==> src/rtl/alarm_pkg.sv <==
package alarm_pkg;
  localparam int DATA_W = 8;
  localparam int NFIELD = 4;
  localparam int SEL_W  = $clog2(NFIELD);
  localparam int FLAG_BIT = DATA_W - 1;

  typedef enum logic [SEL_W-1:0] {
    FLD_SEC  = 2'd0,
    FLD_MIN  = 2'd1,
    FLD_HOUR = 2'd2,
    FLD_DATE = 2'd3
  } fld_e;

  typedef enum logic [2:0] {
    RPT_MONTH,
    RPT_DAY,
    RPT_HOUR,
    RPT_MIN,
    RPT_SEC
  } rpt_e;

  // bits of each field that carry the BCD value
  function automatic logic [DATA_W-1:0] fld_mask(input fld_e f);
    case (f)
      FLD_SEC, FLD_MIN: fld_mask = 8'h7F;
      FLD_HOUR:         fld_mask = 8'h3F;
      default:          fld_mask = 8'h1F;
    endcase
  endfunction

  function automatic logic [DATA_W-1:0] bcd_to_bin(input logic [DATA_W-1:0] b);
    bcd_to_bin = DATA_W'(b[7:4]) * DATA_W'(10) + DATA_W'(b[3:0]);
  endfunction

  function automatic logic fld_ok(input fld_e f, input logic [DATA_W-1:0] v);
    logic [DATA_W-1:0] n;
    n = bcd_to_bin(v & fld_mask(f));
    case (f)
      FLD_SEC, FLD_MIN: fld_ok = (n <= 8'd59);
      FLD_HOUR:         fld_ok = (n <= 8'd23);
      default:          fld_ok = (n != 8'd0);
    endcase
  endfunction
endpackage

==> src/rtl/alarm_regs.sv <==
module alarm_regs
  import alarm_pkg::*;
#(
  parameter int DW = DATA_W,
  parameter int NF = NFIELD
) (
  input  logic                     clk,
  input  logic                     rst_n,
  input  logic                     wr_en,
  input  logic [SEL_W-1:0]         wr_sel,
  input  logic [DW-1:0]            wr_data,
  output logic [NF-1:0][DW-1:0]    alm_o
);
  for (genvar i = 0; i < NF; i++) begin : g_fld
    logic [DW-1:0] q;
    logic          ld;

    always_comb begin
      ld = wr_en && (wr_sel == SEL_W'(i)) && fld_ok(fld_e'(i), wr_data);
    end

    always_ff @(posedge clk or negedge rst_n) begin
      if (!rst_n) begin
        q <= '0;
      end else if (ld) begin
        q <= wr_data;
      end
    end

    assign alm_o[i] = q;
  end
endmodule

==> src/rtl/alarm_mode_dec.sv <==
module alarm_mode_dec
  import alarm_pkg::*;
#(
  parameter int DW = DATA_W,
  parameter int NF = NFIELD
) (
  input  logic [NF-1:0][DW-1:0] alm_i,
  output rpt_e                  mode_o,
  output logic [NF-1:0]         cmp_en_o
);
  logic [NF-1:0] flags;

  for (genvar i = 0; i < NF; i++) begin : g_flag
    assign flags[i] = alm_i[i][DW-1];
  end

  // flags ordered {date, hour, min, sec}
  always_comb begin
    case (flags)
      4'b0000: mode_o = RPT_MONTH;
      4'b1000: mode_o = RPT_DAY;
      4'b1100: mode_o = RPT_HOUR;
      4'b1110: mode_o = RPT_MIN;
      default: mode_o = RPT_SEC;
    endcase
  end

  always_comb begin
    cmp_en_o           = '0;
    cmp_en_o[FLD_SEC]  = (mode_o != RPT_SEC);
    cmp_en_o[FLD_MIN]  = (mode_o == RPT_MONTH) || (mode_o == RPT_DAY) || (mode_o == RPT_HOUR);
    cmp_en_o[FLD_HOUR] = (mode_o == RPT_MONTH) || (mode_o == RPT_DAY);
    cmp_en_o[FLD_DATE] = (mode_o == RPT_MONTH);
  end
endmodule

==> src/rtl/alarm_match.sv <==
module alarm_match
  import alarm_pkg::*;
#(
  parameter int DW = DATA_W,
  parameter int NF = NFIELD
) (
  input  logic [NF-1:0][DW-1:0] alm_i,
  input  logic [NF-1:0][DW-1:0] now_i,
  input  logic [NF-1:0]         cmp_en_i,
  output logic                  match_o
);
  logic [NF-1:0] hit;

  for (genvar i = 0; i < NF; i++) begin : g_cmp
    logic [DW-1:0] m;
    assign m      = fld_mask(fld_e'(i));
    assign hit[i] = !cmp_en_i[i] || ((alm_i[i] & m) == (now_i[i] & m));
  end

  assign match_o = &hit;
endmodule

==> src/rtl/alarm_unit.sv <==
module alarm_unit
  import alarm_pkg::*;
(
  input  logic              clk,
  input  logic              rst_n,
  input  logic              wr_en,
  input  logic [SEL_W-1:0]  wr_sel,
  input  logic [DATA_W-1:0] wr_data,
  input  logic [SEL_W-1:0]  rd_sel,
  output logic [DATA_W-1:0] rd_data,
  input  logic              irq_en,
  input  logic              sec_tick,
  input  logic [DATA_W-1:0] now_sec,
  input  logic [DATA_W-1:0] now_min,
  input  logic [DATA_W-1:0] now_hour,
  input  logic [DATA_W-1:0] now_date,
  output logic              irq
);
  logic [NFIELD-1:0][DATA_W-1:0] alm_q;
  logic [NFIELD-1:0][DATA_W-1:0] now_w;
  logic [NFIELD-1:0]             cmp_en;
  rpt_e                          mode;
  logic                          match;
  logic                          irq_d;
  logic                          irq_q;

  assign now_w = {now_date, now_hour, now_min, now_sec};

  alarm_regs #(.DW(DATA_W), .NF(NFIELD)) regs_i (
    .clk     (clk),
    .rst_n   (rst_n),
    .wr_en   (wr_en),
    .wr_sel  (wr_sel),
    .wr_data (wr_data),
    .alm_o   (alm_q)
  );

  alarm_mode_dec #(.DW(DATA_W), .NF(NFIELD)) dec_i (
    .alm_i    (alm_q),
    .mode_o   (mode),
    .cmp_en_o (cmp_en)
  );

  alarm_match #(.DW(DATA_W), .NF(NFIELD)) cmp_i (
    .alm_i    (alm_q),
    .now_i    (now_w),
    .cmp_en_i (cmp_en),
    .match_o  (match)
  );

  always_comb begin
    irq_d = sec_tick && irq_en && match;
  end

  always_ff @(posedge clk or negedge rst_n) begin
    if (!rst_n) begin
      irq_q <= 1'b0;
    end else begin
      irq_q <= irq_d;
    end
  end

  assign irq     = irq_q;
  assign rd_data = alm_q[rd_sel];
endmodule

==> config.mk <==
export PLATFORM = sky130hd
export DESIGN_NAME = alarm_unit
export DESIGN_NICKNAME = d
export VERILOG_FILES = /design/src/rtl/alarm_pkg.sv /design/src/rtl/alarm_regs.sv /design/src/rtl/alarm_mode_dec.sv /design/src/rtl/alarm_match.sv /design/src/rtl/alarm_unit.sv
export SDC_FILE = /design/constraint.sdc
export NUM_CORES = 1
export LEC_CHECK = 0
export CAP_MARGIN = 20
export CORE_MARGIN = 2
export CORE_UTILIZATION = 63
export DETAILED_ROUTE_END_ITERATION = 8
export DONT_BUFFER_PORTS = 1
export GPL_ROUTABILITY_DRIVEN = 0
export PLACE_DENSITY = 0.79
export SLEW_MARGIN = 5
export SYNTH_ARGS = -nofsm -noshare
export SYNTH_HDL_FRONTEND = slang
export SYNTH_SLANG_ARGS = --single-unit
==> constraint.sdc <==
create_clock -name clk -period 1.7 [get_ports clk]
set_input_delay 0 -clock clk [delete_from_list [all_inputs] [get_ports clk]]
set_output_delay 0 -clock clk [all_outputs]
set_load 0.005 [all_outputs]
# ---- Word level (Yosys, flattened, before mapping)
# Cells that the tools add are included.
dict set report op_classes {
  n_lt_le_gt_ge 3
  reduce_logical 25
  n_mul 3
  add_sub_neg 3
  eq_ne 13
  muxes 3
}
# operator n
set op_table {}
lappend op_table {{$add 8x4->8} 3}
lappend op_table {{$bmux 8 s2} 1}
lappend op_table {{$eq 7x7->1} 2}
lappend op_table {{$eq 4x4->1 const B} 3}
lappend op_table {{$pmux 3 s4} 1}
lappend op_table {{$logic_and 1x1->1} 10}
lappend op_table {{$le 8x5->1 const B} 1}
lappend op_table {{$le 8x6->1 const B} 1}
lappend op_table {{$mux 8} 1}
lappend op_table {{$reduce_bool 8->1} 1}
lappend op_table {{$eq 6x6->1} 1}
lappend op_table {{$logic_or 1x1->1} 6}
lappend op_table {{$mul 3x3->6 const B} 1}
lappend op_table {{$eq 5x5->1} 1}
lappend op_table {{$mul 2x3->5 const B} 1}
lappend op_table {{$eq 2x2->1 const B} 2}
lappend op_table {{$logic_not 1->1} 4}
lappend op_table {{$logic_not 4->1} 1}
lappend op_table {{$mul 1x3->4 const B} 1}
lappend op_table {{$reduce_and 4->1} 1}
lappend op_table {{$eq 3x1->1 const B} 1}
lappend op_table {{$eq 3x2->1 const B} 1}
lappend op_table {{$logic_not 3->1} 1}
lappend op_table {{$lt 2x3->1 const B} 1}
lappend op_table {{other kinds (3)} 3}
dict set report totals {
  out_inout_bits 9
  in_bits 49
  elab_cells 55
  regBits 33
}

# ---- Longest topological paths before layout
# Gate-level depths: netlist (run 1).
dict set report depth {
  word_depth 9
  mapped_depth 8
  mapped_depth_nobuf 8
}

# ---- Hierarchy
# A second synthesis (run 1) with hierarchy kept.
dict set report unflattened {
  hier_cells 164
  area_unflattened_um2 2103.3
}
# mod cells_per_inst area_each_um2 seq_area_each_um2 instances
set modules_own_cells {}
lappend modules_own_cells {alarm_regs 108 1526.5 800.8 1}
lappend modules_own_cells {alarm_match 34 284.0 0.0 1}
lappend modules_own_cells {alarm_unit 12 227.7 25.0 1}
lappend modules_own_cells {alarm_mode_dec 10 65.1 0.0 1}

# ---- Worst setup path after synthesis (run 1)
# Ideal clock, no wire load.
dict set report synth_timing {
  path_kind {input to register}
  from {in wr_data[1]}
  to {reg regs_i.g_fld[0].q[1]}
  t_arrival_ns 1.803
  setup_slack_ns -0.228
  n_path_buf 0
  path_stages 7
  setup_time_ns 0.125
  t_required_ns 1.575
  path_cell_list {ha_1 -> fa_1 -> xor2_1 -> a21oi_1 -> o221ai_2 -> a21oi_4 -> mux2_2}
}
dict set report synth_between {
  elab_chain_cells 3
}
# element line
set synth_lines {}
lappend synth_lines {{start: declaration} alarm_unit.sv:8} ;# input logic [DATA_W-1:0] wr_data,
lappend synth_lines {{$add 8x4->8} alarm_pkg.sv:32} ;# bcd_to_bin = DATA_W'(b[7:4]) * DATA_W'(10) + DATA_W'(b[3:0]);
lappend synth_lines {{$le 8x6->1} alarm_pkg.sv:39} ;# FLD_SEC, FLD_MIN: fld_ok = (n <= 8'd59);
lappend synth_lines {{$logic_and 1x1->1} alarm_regs.sv:19} ;# ld = wr_en && (wr_sel == SEL_W'(i)) && fld_ok(fld_e'(i), wr_data);
lappend synth_lines {{end signal: assignment} alarm_regs.sv:26} ;# q <= wr_data;
lappend synth_lines {{end: declaration} alarm_regs.sv:15} ;# logic [DW-1:0] q;
# Parallel ways exist; a longest one is shown, timed or not.
# A chain may end at the register's enable or synchronous reset.

# ---- Worst setup path in the final report (run 1)
dict set report layout_timing {
  from {in wr_data[4]}
  to {reg regs_i.g_fld[1].q[4]}
}
dict set report layout_between {
  elab_chain_cells 4
}
# element line
set layout_lines {}
lappend layout_lines {{$mul 3x3->6} alarm_pkg.sv:32}
lappend layout_lines {{$add 8x4->8} alarm_pkg.sv:32}
lappend layout_lines {{$le 8x6->1} alarm_pkg.sv:39}
lappend layout_lines {{$logic_and 1x1->1} alarm_regs.sv:19}
lappend layout_lines {{end signal: assignment} alarm_regs.sv:26}
lappend layout_lines {{end: declaration} alarm_regs.sv:15}
# Parallel ways exist; a longest one is shown, timed or not.

==> impl_metrics.toml, run 1 <==
[timing]
hold_slack_ns = 0.0232
max_clock_freq_mhz = 631
rsz0062_at_grt = "false"
hold_violations = 0
finalWorstSetupSlack_ns = 0.116
min_period_ns = 1.58
worst_pin_slew_ns = 0.394
skew_ns = 0.0109
final_max_slew_viol_count = 0
finalSetupViolations = 0
fin_setup_tns_ns = 0
period_share = 0.932
maxSlewHeadroom = 0.735

[synthesis]
synth_cell_type_count = 36
syn_nets = 221
yosysSeqAreaShare = 0.394
synth_top_flop_cell = "dfrtp_1"
synth_edf_count = 0
synth_area_per_cell_sq_um = 12.9
ys_ff_latch = 33
yosysWarnings = 0
synthArstFlopShare = 1.00
netlist_instances = 162
synthesis.area_sq_mm = 0.00210

[clocking]
cts_buffers = 5
root_buffer = "clkbuf_4"
clock_sinks = 33
insertion_delay_ns = 0.34
postCtsSetupBuffers = 0
clk_pin_slew_ns = 0.10
htreeDepth = 2
clock_path_buffers = 2
cts_tree = "yes"

[grt]
antenna_found_initial = 0
grt_pass1_vias = 1596
gr-total-overflow = 0
grt_pass1_wl_um = 7590
grt_max_degree = 34
grt_use_total = 0.287

[route]
wl_per_cell_um = 20.9
postRouteAntennaNets = 0
wl_um = 4890
firstDrtPassIters = 4
viasPerCell = 6.36
route.detailed.drc = 0
drt_iter0_drc = 132
vias = 1489

[power_and_ir_drop]
switching_share = 0.301
p_leak_nw = 1.02
p_clk_frac = 0.231
ir_worst_vdd_mv = 0.667
power_density_mw_per_mm2 = 1060
p_comb_frac = 0.316
intPower_mw = 1.87
p_sw_uw = 808
seq_power_share = 0.453

[layout]
antenna_cells = 0
nets = 248
syn2layout_area_growth_pct = 21.1
layout-drive-gt1-share = 0.379
finalCoreUtilization = 0.818

[worst_setup_path]
required_ns = 1.92
crit_type = "input port to flop"
cp-start-kind = "input port"
reg2reg_slack_ns = 0.22
critPathCaptureType = "flop"
regToRegEndpoint = "irq"
rr_worst_depth = 5
cp_data_arrival_time_ns = 1.81
cp_max_fo = 8
r2r_start = "regs_i.g_fld[1].q[5]"

[floorplan]
num_rows = 20
start_util = 0.675
die_h_um = 61.7
pin_count = 58
core-area_sq_mm = 0.00310
die-area_sq_mm = 0.00380
die-width_um = 61.7

[placed_design]
hpwl_um = 3600
dp_slack_ns = -0.229
io_buffers = 0

[worst_hold_path]
min_path_cells = 4
hp-class = "input port to flop"
hold_end = "irq"
hold_path_startpoint = "sec_tick"

[outcome]
run_status = "finished clean"

[job]
drv_cap = 0
## final cells by class
class,instances,area [sq um]
clock buffer,7,55.1
clock inverter,1,30.0
fill,191,564
inverter,3,11.3
multi-input combinational,124,1310
sequential,33,826
tap,44,55.1
timing repair buffer,22,248
## per-layer routing
layer  routed length [um]  part of all wire  vias up  track usage
li1                     -                 -      662            -
met1                 1960              0.40      758        0.334
met2                 2520              0.52       59        0.489
met3                  321             0.066       10       0.0861
met4                   82             0.017        0        0.125
met5                    0                 0        -            0
## worst max-delay path by stage
stage               depth (start not counted)        from                    to
finish                                      9  wr_data[4]  regs_i.g_fld[1].q[4]
global route                                9  wr_data[4]  regs_i.g_fld[0].q[3]
CTS                                         9  wr_data[4]  regs_i.g_fld[1].q[7]
detailed placement                          9  wr_data[4]  regs_i.g_fld[1].q[7]
global placement                            9  wr_data[4]  regs_i.g_fld[1].q[5]
floorplan                                   7  wr_data[1]  regs_i.g_fld[0].q[1]
## power by group through the flow
stage | Sequential (mW) | Clock [mW] | Combinational [mW]
finish | 1.21 | 0.619 | 0.847
global route | 1.24 | 0.662 | 0.915
CTS | 1.21 | 0.624 | 0.844
detailed placement | 1.23 | 0 | 0.780
global placement | 1.21 | 0 | 0.750
floorplan | 1.16 | 0 | 0.652
## flip-flops by register name (all words and copies together) (netlist names)
| register | flops |
|---|---|
| irq | 1 |
| regs_i.g_fld.q | 32 |
## kinds of logic (layout without fill, tap and decap cells)
group / count (synthesis) / after routing / share of synthesized area
buffers and inverters: 5 / 33 / 0.00955
AND/OR/NAND/NOR: 28 / 28 / 0.0758
XOR/XNOR: 26 / 26 / 0.109
adder cells (fa/ha/maj): 10 / 10 / 0.0633
flip-flops: 33 / 33 / 0.394
multiplexers: 41 / 41 / 0.267
AO/OA/AOI/OAI: 19 / 19 / 0.0818
## worst max-delay path: stages
cell and delay, ns:
ha_4 0.14, ha_1 0.18, ha_1 0.35, nand4b_1 0.13
o22ai_2 0.12, a32oi_2 0.20, a21oi_4 0.21, buf_12 0.15
mux2_2 0.33
## cell usage in the layout, fill, tap and decap left out, types with 2 or more instances in the layout
| cell | netlist | final |
|---|---|---|
| nand3_1 | 2 | 2 |
| dlygate4sd3_1 | 0 | 13 |
| buf_4 | 0 | 5 |
| ha_1 | 9 | 5 |
| nor2_1 | 3 | 3 |
| nor3_1 | 3 | 3 |
| a21oi_1 | 5 | 5 |
| o21ai_0 | 2 | 2 |
| ha_4 | 0 | 4 |
| buf_12 | 0 | 4 |
| nor4_1 | 5 | 5 |
| inv_1 | 3 | 3 |
| clkbuf_4 | 0 | 5 |
| xor2_1 | 17 | 17 |
| nand2_1 | 7 | 7 |
| dfrtp_1 | 33 | 33 |
| mux2_4 | 2 | 5 |
| a211oi_1 | 2 | 2 |
| a21oi_4 | 2 | 2 |
| mux2_2 | 31 | 28 |
| xnor2_1 | 9 | 9 |
| mux4_2 | 8 | 8 |
## per-stage QoR
stage | std cells | cell area [sq um] | power (mW)
2_1_floorplan | 162 | 2160 | 1.81
3_3_place_gp | 212 | 2300 | 1.96
3_5_place_dp | 212 | 2300 | 2.01
4_1_cts | 234 | 2540 | 2.68
5_1_grt | 234 | 2540 | 2.82
6_report | 234 | 2540 | 2.68
## cell usage after synthesis, drive strengths merged, types with 3 or more instances
cell,count,share of area
mux2,33,0.18
xnor2,9,0.038
nor3,3,0.0072
o21ai,3,0.0072
dfrtp,33,0.39
a21oi,8,0.032
nor2,3,0.0054
inv,3,0.0054
xor2,17,0.071
ha,9,0.054
mux4,8,0.086
nor4,5,0.015
a211oi,3,0.013
nand2,7,0.013
## timing repair
action | CTS | global route
resized for setup | 0 | 0
hold endpoints to repair | 66 | 0
endpoints found under the setup margin | 0 | 0
hold buffers | 14 | 0
(Power assumes the default switching activity.)
==> inputs of run 2 (changes only) <==
Settings changed: REMOVE_ABC_BUFFERS set to 1.
==> run 2 against run 1 <==
Against the previous run:
- count of clock-buffer cells in the layout shrank 2
- routed wire length is 12% higher
- first-iteration DRC count is 50% lower
- global-route usage is 1.7 points higher
- total power increased by 0.82%
- worst hold slack better by 0.0073 ns
- critical path type unchanged
==> impl_metrics.toml, run 2 (synthesis gave the netlist of run 1 again) <==
[outcome]
run_status = "finished clean"

[clocking]
htreeDepth = 2
cts_tree = "yes"
cts_buffers = 5
clk_pin_slew_ns = 0.11
clock_sinks = 33
clock_path_buffers = 2
root_buffer = "clkbuf_4"
insertion_delay_ns = 0.34

[layout]
largest_reg_flops = 32
finalCoreUtilization = 0.821
layout.cells.most_common = "dfrtp_1"
final_cell_mix = "dfrtp_1, mux2_2, xor2_1"
top_register = "regs_i.g_fld.q"
nets = 251
syn2layout_area_growth_pct = 21.6
layout-drive-gt1-share = 0.394
antenna_cells = 0

[timing]
fin_setup_tns_ns = 0
max_clock_freq_mhz = 599
skew_ns = 0.0118
period_share = 0.982
worst_pin_slew_ns = 0.397
finalSetupViolations = 0
maxSlewHeadroom = 0.734
final_max_slew_viol_count = 0
hold_violations = 0
min_period_ns = 1.67

[power_and_ir_drop]
power_density_mw_per_mm2 = 1060
ir_worst_vdd_mv = 0.853
p_leak_nw = 1.02

[grt]
grt_max_degree = 34
grt_pass1_wl_um = 8070
met3_usage = 0.0735
antenna_found_initial = 0
grt.busiest_layer = "met2"
gr-total-overflow = 0
grt_use_total = 0.304
grt_pass1_vias = 1614
met2_usage = 0.546
met1_usage = 0.366

[floorplan]
die-area_sq_mm = 0.00380
pin_count = 58
die-width_um = 61.7
start_util = 0.675
core-area_sq_mm = 0.00310
die_h_um = 61.7
num_rows = 20

[route]
vias = 1514
firstDrtPassIters = 4
wl_per_cell_um = 23.2
viasPerCell = 6.39
postRouteAntennaNets = 0
route.detailed.drc = 0
drt_iter0_drc = 66
wl_um = 5490

[worst_hold_path]
min_path_cells = 3
hp-class = "input port to flop"

[worst_setup_path]
critPathCaptureType = "flop"
path_cells = "ha_4 -> ha_1 -> ha_1 -> nand2_1 -> a21oi_4 -> o221ai_4 -> a21oi_4 -> buf_6 -> mux2_2"
crit_path_top_delay_cell = "ha_1"
rr_worst_depth = 5
cp-start-kind = "input port"
cp_max_fo = 5
max_stage_delay_ns = 0.36
required_ns = 1.93
cp_data_arrival_time_ns = 1.90
crit_type = "input port to flop"

[placed_design]
hpwl_um = 3950
io_buffers = 0

[job]
drv_cap = 0
[run 2: cell types whose count changed in the layout (fill, tap and decap cells not counted), moves of 2 or more]
cell and change:
buf_4 +4, mux2_2 +3, mux2_4 -3, buf_12 -2
[run 2: where the power goes]
group | switching (mW) | internal, mW
Combinational | 0.358 | 0.513
Clock | 0.294 | 0.311
Sequential | 0.224 | 1.00
Total | 0.876 | 1.83
[run 2: worst max-delay path: cells and delay by family]
kind	cells	cell delay, ns
multiplexers	1	0.34
adder cells (fa/ha/maj)	3	0.67
AO/OA/AOI/OAI	3	0.58
buffers and inverters	1	0.14
AND/OR/NAND/NOR	1	0.16
[run 2: worst paths after layout]
kind / startpoint / end / slack, ns
max: wr_data[4] / regs_i.g_fld[1].q[6] / 0.03
min: wr_sel[1] / regs_i.g_fld[2].q[3] / 0.03
min in group asynchronous: rst_n / regs_i.g_fld[0].q[1] / 0.11
max in group asynchronous: rst_n / regs_i.g_fld[2].q[6] / 1.40
max reg2reg: regs_i.g_fld[1].q[5] / irq / 0.20
min reg2reg: regs_i.g_fld[3].q[6] / regs_i.g_fld[3].q[6] / 0.52
[run 2: routing by layer]
metal | up-vias | wire length (um)
li1 | 669 | -
met1 | 768 | 2160
met2 | 67 | 2920
met3 | 10 | 309
met4 | 0 | 104
met5 | - | 0
[run 2: metrics by stage]
step,worst slack (ns),std cells,total power [mW],hold slack (ns),area (sq um)
final,0.0309,237,2.70,0.0304,2550
after global placement,-0.258,214,1.92,-0.295,2220
after floorplan,-0.228,160,1.78,-0.296,2090
after global routing,-0.00117,237,2.84,0.0371,2550
after CTS,0.00849,237,2.64,0.0113,2470
after detailed placement,-0.378,214,1.99,-0.295,2220
[run 2: what timing repair did]
action / 4_1_cts / 5_1_grt
pin swaps: 1 / 3
hold endpoints to repair: 66 / 0
resized for setup: 0 / 9
endpoints found under the setup margin: 3 / 14
hold buffers: 14 / 0
setup buffers: 1 / 0
[run 2: cell type report]
class	instances	area, sq um
flip-flops and latches	33	826
clock inverters	3	46.3
inverters	3	11.3
multi-input cells	124	1320
clock buffers	5	37.5
well taps	44	55.1
fillers	174	556
repair buffers	25	249
==> inputs of run 3 (changes only) <==
Settings changed: CORE_MARGIN 2 to 1, GPL_TIMING_DRIVEN set to 0.
==> run 3 against run 2 <==
Against the previous run:
- combinational power decreased by 4.1%
- maximum frequency decreased by 0.50%
- routed wire length decreased by 9.7%
- first-iteration DRC count increased by 83%
- sequential share of layout area increased by 0.95 points
- register-to-register slack about the same
- count of clock-buffer cells in the layout increased by 2
- via count decreased by 3.3%
- critical endpoint is now regs_i.g_fld[0].q[1]
==> impl_metrics.toml, run 3 (synthesis gave the netlist of run 1 again) <==
[outcome]
run_status = "finished clean"

[layout]
layout-drive-gt1-share = 0.366
syn2layout_area_growth_pct = 18.1
fillers = 189
finalCoreUtilization = 0.798
nets = 244
largest_reg_flops = 32
antenna_cells = 0
final_cell_mix = "dfrtp_1, mux2_2, xor2_1"
layout.cells.non_filler = 230
layout.cells.most_common = "dfrtp_1"
top_register = "regs_i.g_fld.q"

[worst_setup_path]
crit_family = "adder cells"
cp_max_fo = 8
crit_type = "input port to flop"
cp_data_arrival_time_ns = 1.89
crit_path_top_delay_cell = "ha_1"
required_ns = 1.91
max_stage_delay_ns = 0.35
critPathCaptureType = "flop"
reg2reg_slack_ns = 0.20
path_cells = "ha_1 -> ha_1 -> and2b_2 -> a21oi_4 -> o221ai_4 -> a21oi_4 -> buf_12 -> mux2_2"
cp_num_buf_inv = 1
cp-start-kind = "input port"

[timing]
max_clock_freq_mhz = 596
finalWorstSetupSlack_ns = 0.0225
worst_pin_slew_ns = 0.811
finalSetupViolations = 0
maxSlewHeadroom = 0.458
final_max_slew_viol_count = 0
min_period_ns = 1.68
hold_violations = 0
skew_ns = 0.00870
period_share = 0.987

[power_and_ir_drop]
p_leak_nw = 0.988
ir_worst_vdd_mv = 0.656
power_density_mw_per_mm2 = 1070

[grt]
grt_use_total = 0.312
gr-total-overflow = 0
grt_pass1_vias = 1555
grt_max_degree = 34
grt_pass1_wl_um = 7630
antenna_found_initial = 0

[route]
drt_iter0_drc = 121
route.detailed.drc = 0
vias = 1464
firstDrtPassIters = 4
wl_per_cell_um = 21.5
wl_um = 4950
postRouteAntennaNets = 0
viasPerCell = 6.37

[floorplan]
pin_count = 58
num_rows = 20
die-area_sq_mm = 0.00356
die-width_um = 59.7
start_util = 0.675
die_h_um = 59.7
core-area_sq_mm = 0.00310

[placed_design]
dp_cells = 204
dp_slack_ns = -0.513
hpwl_um = 3430
io_buffers = 0

[clocking]
clock_path_buffers = 2
htreeDepth = 2
cts_buffers = 5
clk_pin_slew_ns = 0.11
insertion_delay_ns = 0.33
root_buffer = "clkbuf_4"
clock_sinks = 33
cts_tree = "yes"

[worst_hold_path]
hp-class = "input port to flop"

[job]
drv_cap = 0
## run 3: changes by cell type in the layout (fill, tap and decap cells not counted), sizes merged
| cell | before | now |
|---|---|---|
| buf | 12 | 5 |
| clkbuf | 5 | 7 |
| clkinv | 1 | 0 |
| clkinvlp | 1 | 0 |
## run 3: area by class of cell
cell class | instances | area, sq um | share of cell area
multi-input combinational | 124 | 1290 | 0.522
sequential | 33 | 826 | 0.334
timing repair buffer | 18 | 205 | 0.0829
clock buffer | 7 | 55.1 | 0.0222
tap | 44 | 55.1 | 0.0222
clock inverter | 1 | 30.0 | 0.0121
inverter | 3 | 11.3 | 0.00455
## run 3: worst reg2reg max path, stage by stage (launching register included)
cell and delay [ns]:
dfrtp_1 0.42, xnor2_1 0.22, nand3_1 0.11, nor3_1 0.30
o2111ai_1 0.15, a211oi_1 0.23
## run 3: where the power goes
| group | switching [mW] | internal [mW] | total (mW) |
|---|---|---|---|
| Clock | 0.259 | 0.351 | 0.610 |
| Sequential | 0.211 | 1.00 | 1.21 |
| Combinational | 0.337 | 0.498 | 0.835 |
| Total | 0.807 | 1.85 | 2.66 |
## run 3: path summary, 6_finish.rpt
check | startpoint | to | depth (start not counted)
setup / recovery | wr_data[4] | regs_i.g_fld[0].q[1] | 8
hold / removal | sec_tick | irq | 4
setup reg to reg | regs_i.g_fld[3].q[2] | irq | 5
hold reg to reg | regs_i.g_fld[2].q[6] | regs_i.g_fld[2].q[6] | 1
max in group asynchronous | rst_n | regs_i.g_fld[0].q[1] | 2
min in group asynchronous | rst_n | regs_i.g_fld[1].q[0] | 2
## run 3: routing by layer
layer  global-route usage  share of wire
met5                    0              0
met4                0.153          0.034
met3               0.0866          0.078
met2                0.490           0.49
met1                0.397           0.39
## run 3: timing repair
item,CTS,global route
setup endpoints to repair,16,15
hold buffers,14,0
endpoints found under the hold margin,66,0
pin swaps,2,2
resized for setup,1,6
setup buffers,3,1
## run 3: stage by stage
stage	hold slack, ns	setup TNS (ns)	total power, mW	cell area, sq um
global placement	-0.295	-8.56	1.89	2140
finish	0.0180	0	2.66	2470
detailed placement	-0.295	-10.26	1.95	2140
floorplan	-0.296	-3.57	1.78	2090
CTS	0.0137	0	2.63	2430
global route	0.0322	-0.00773	2.81	2470
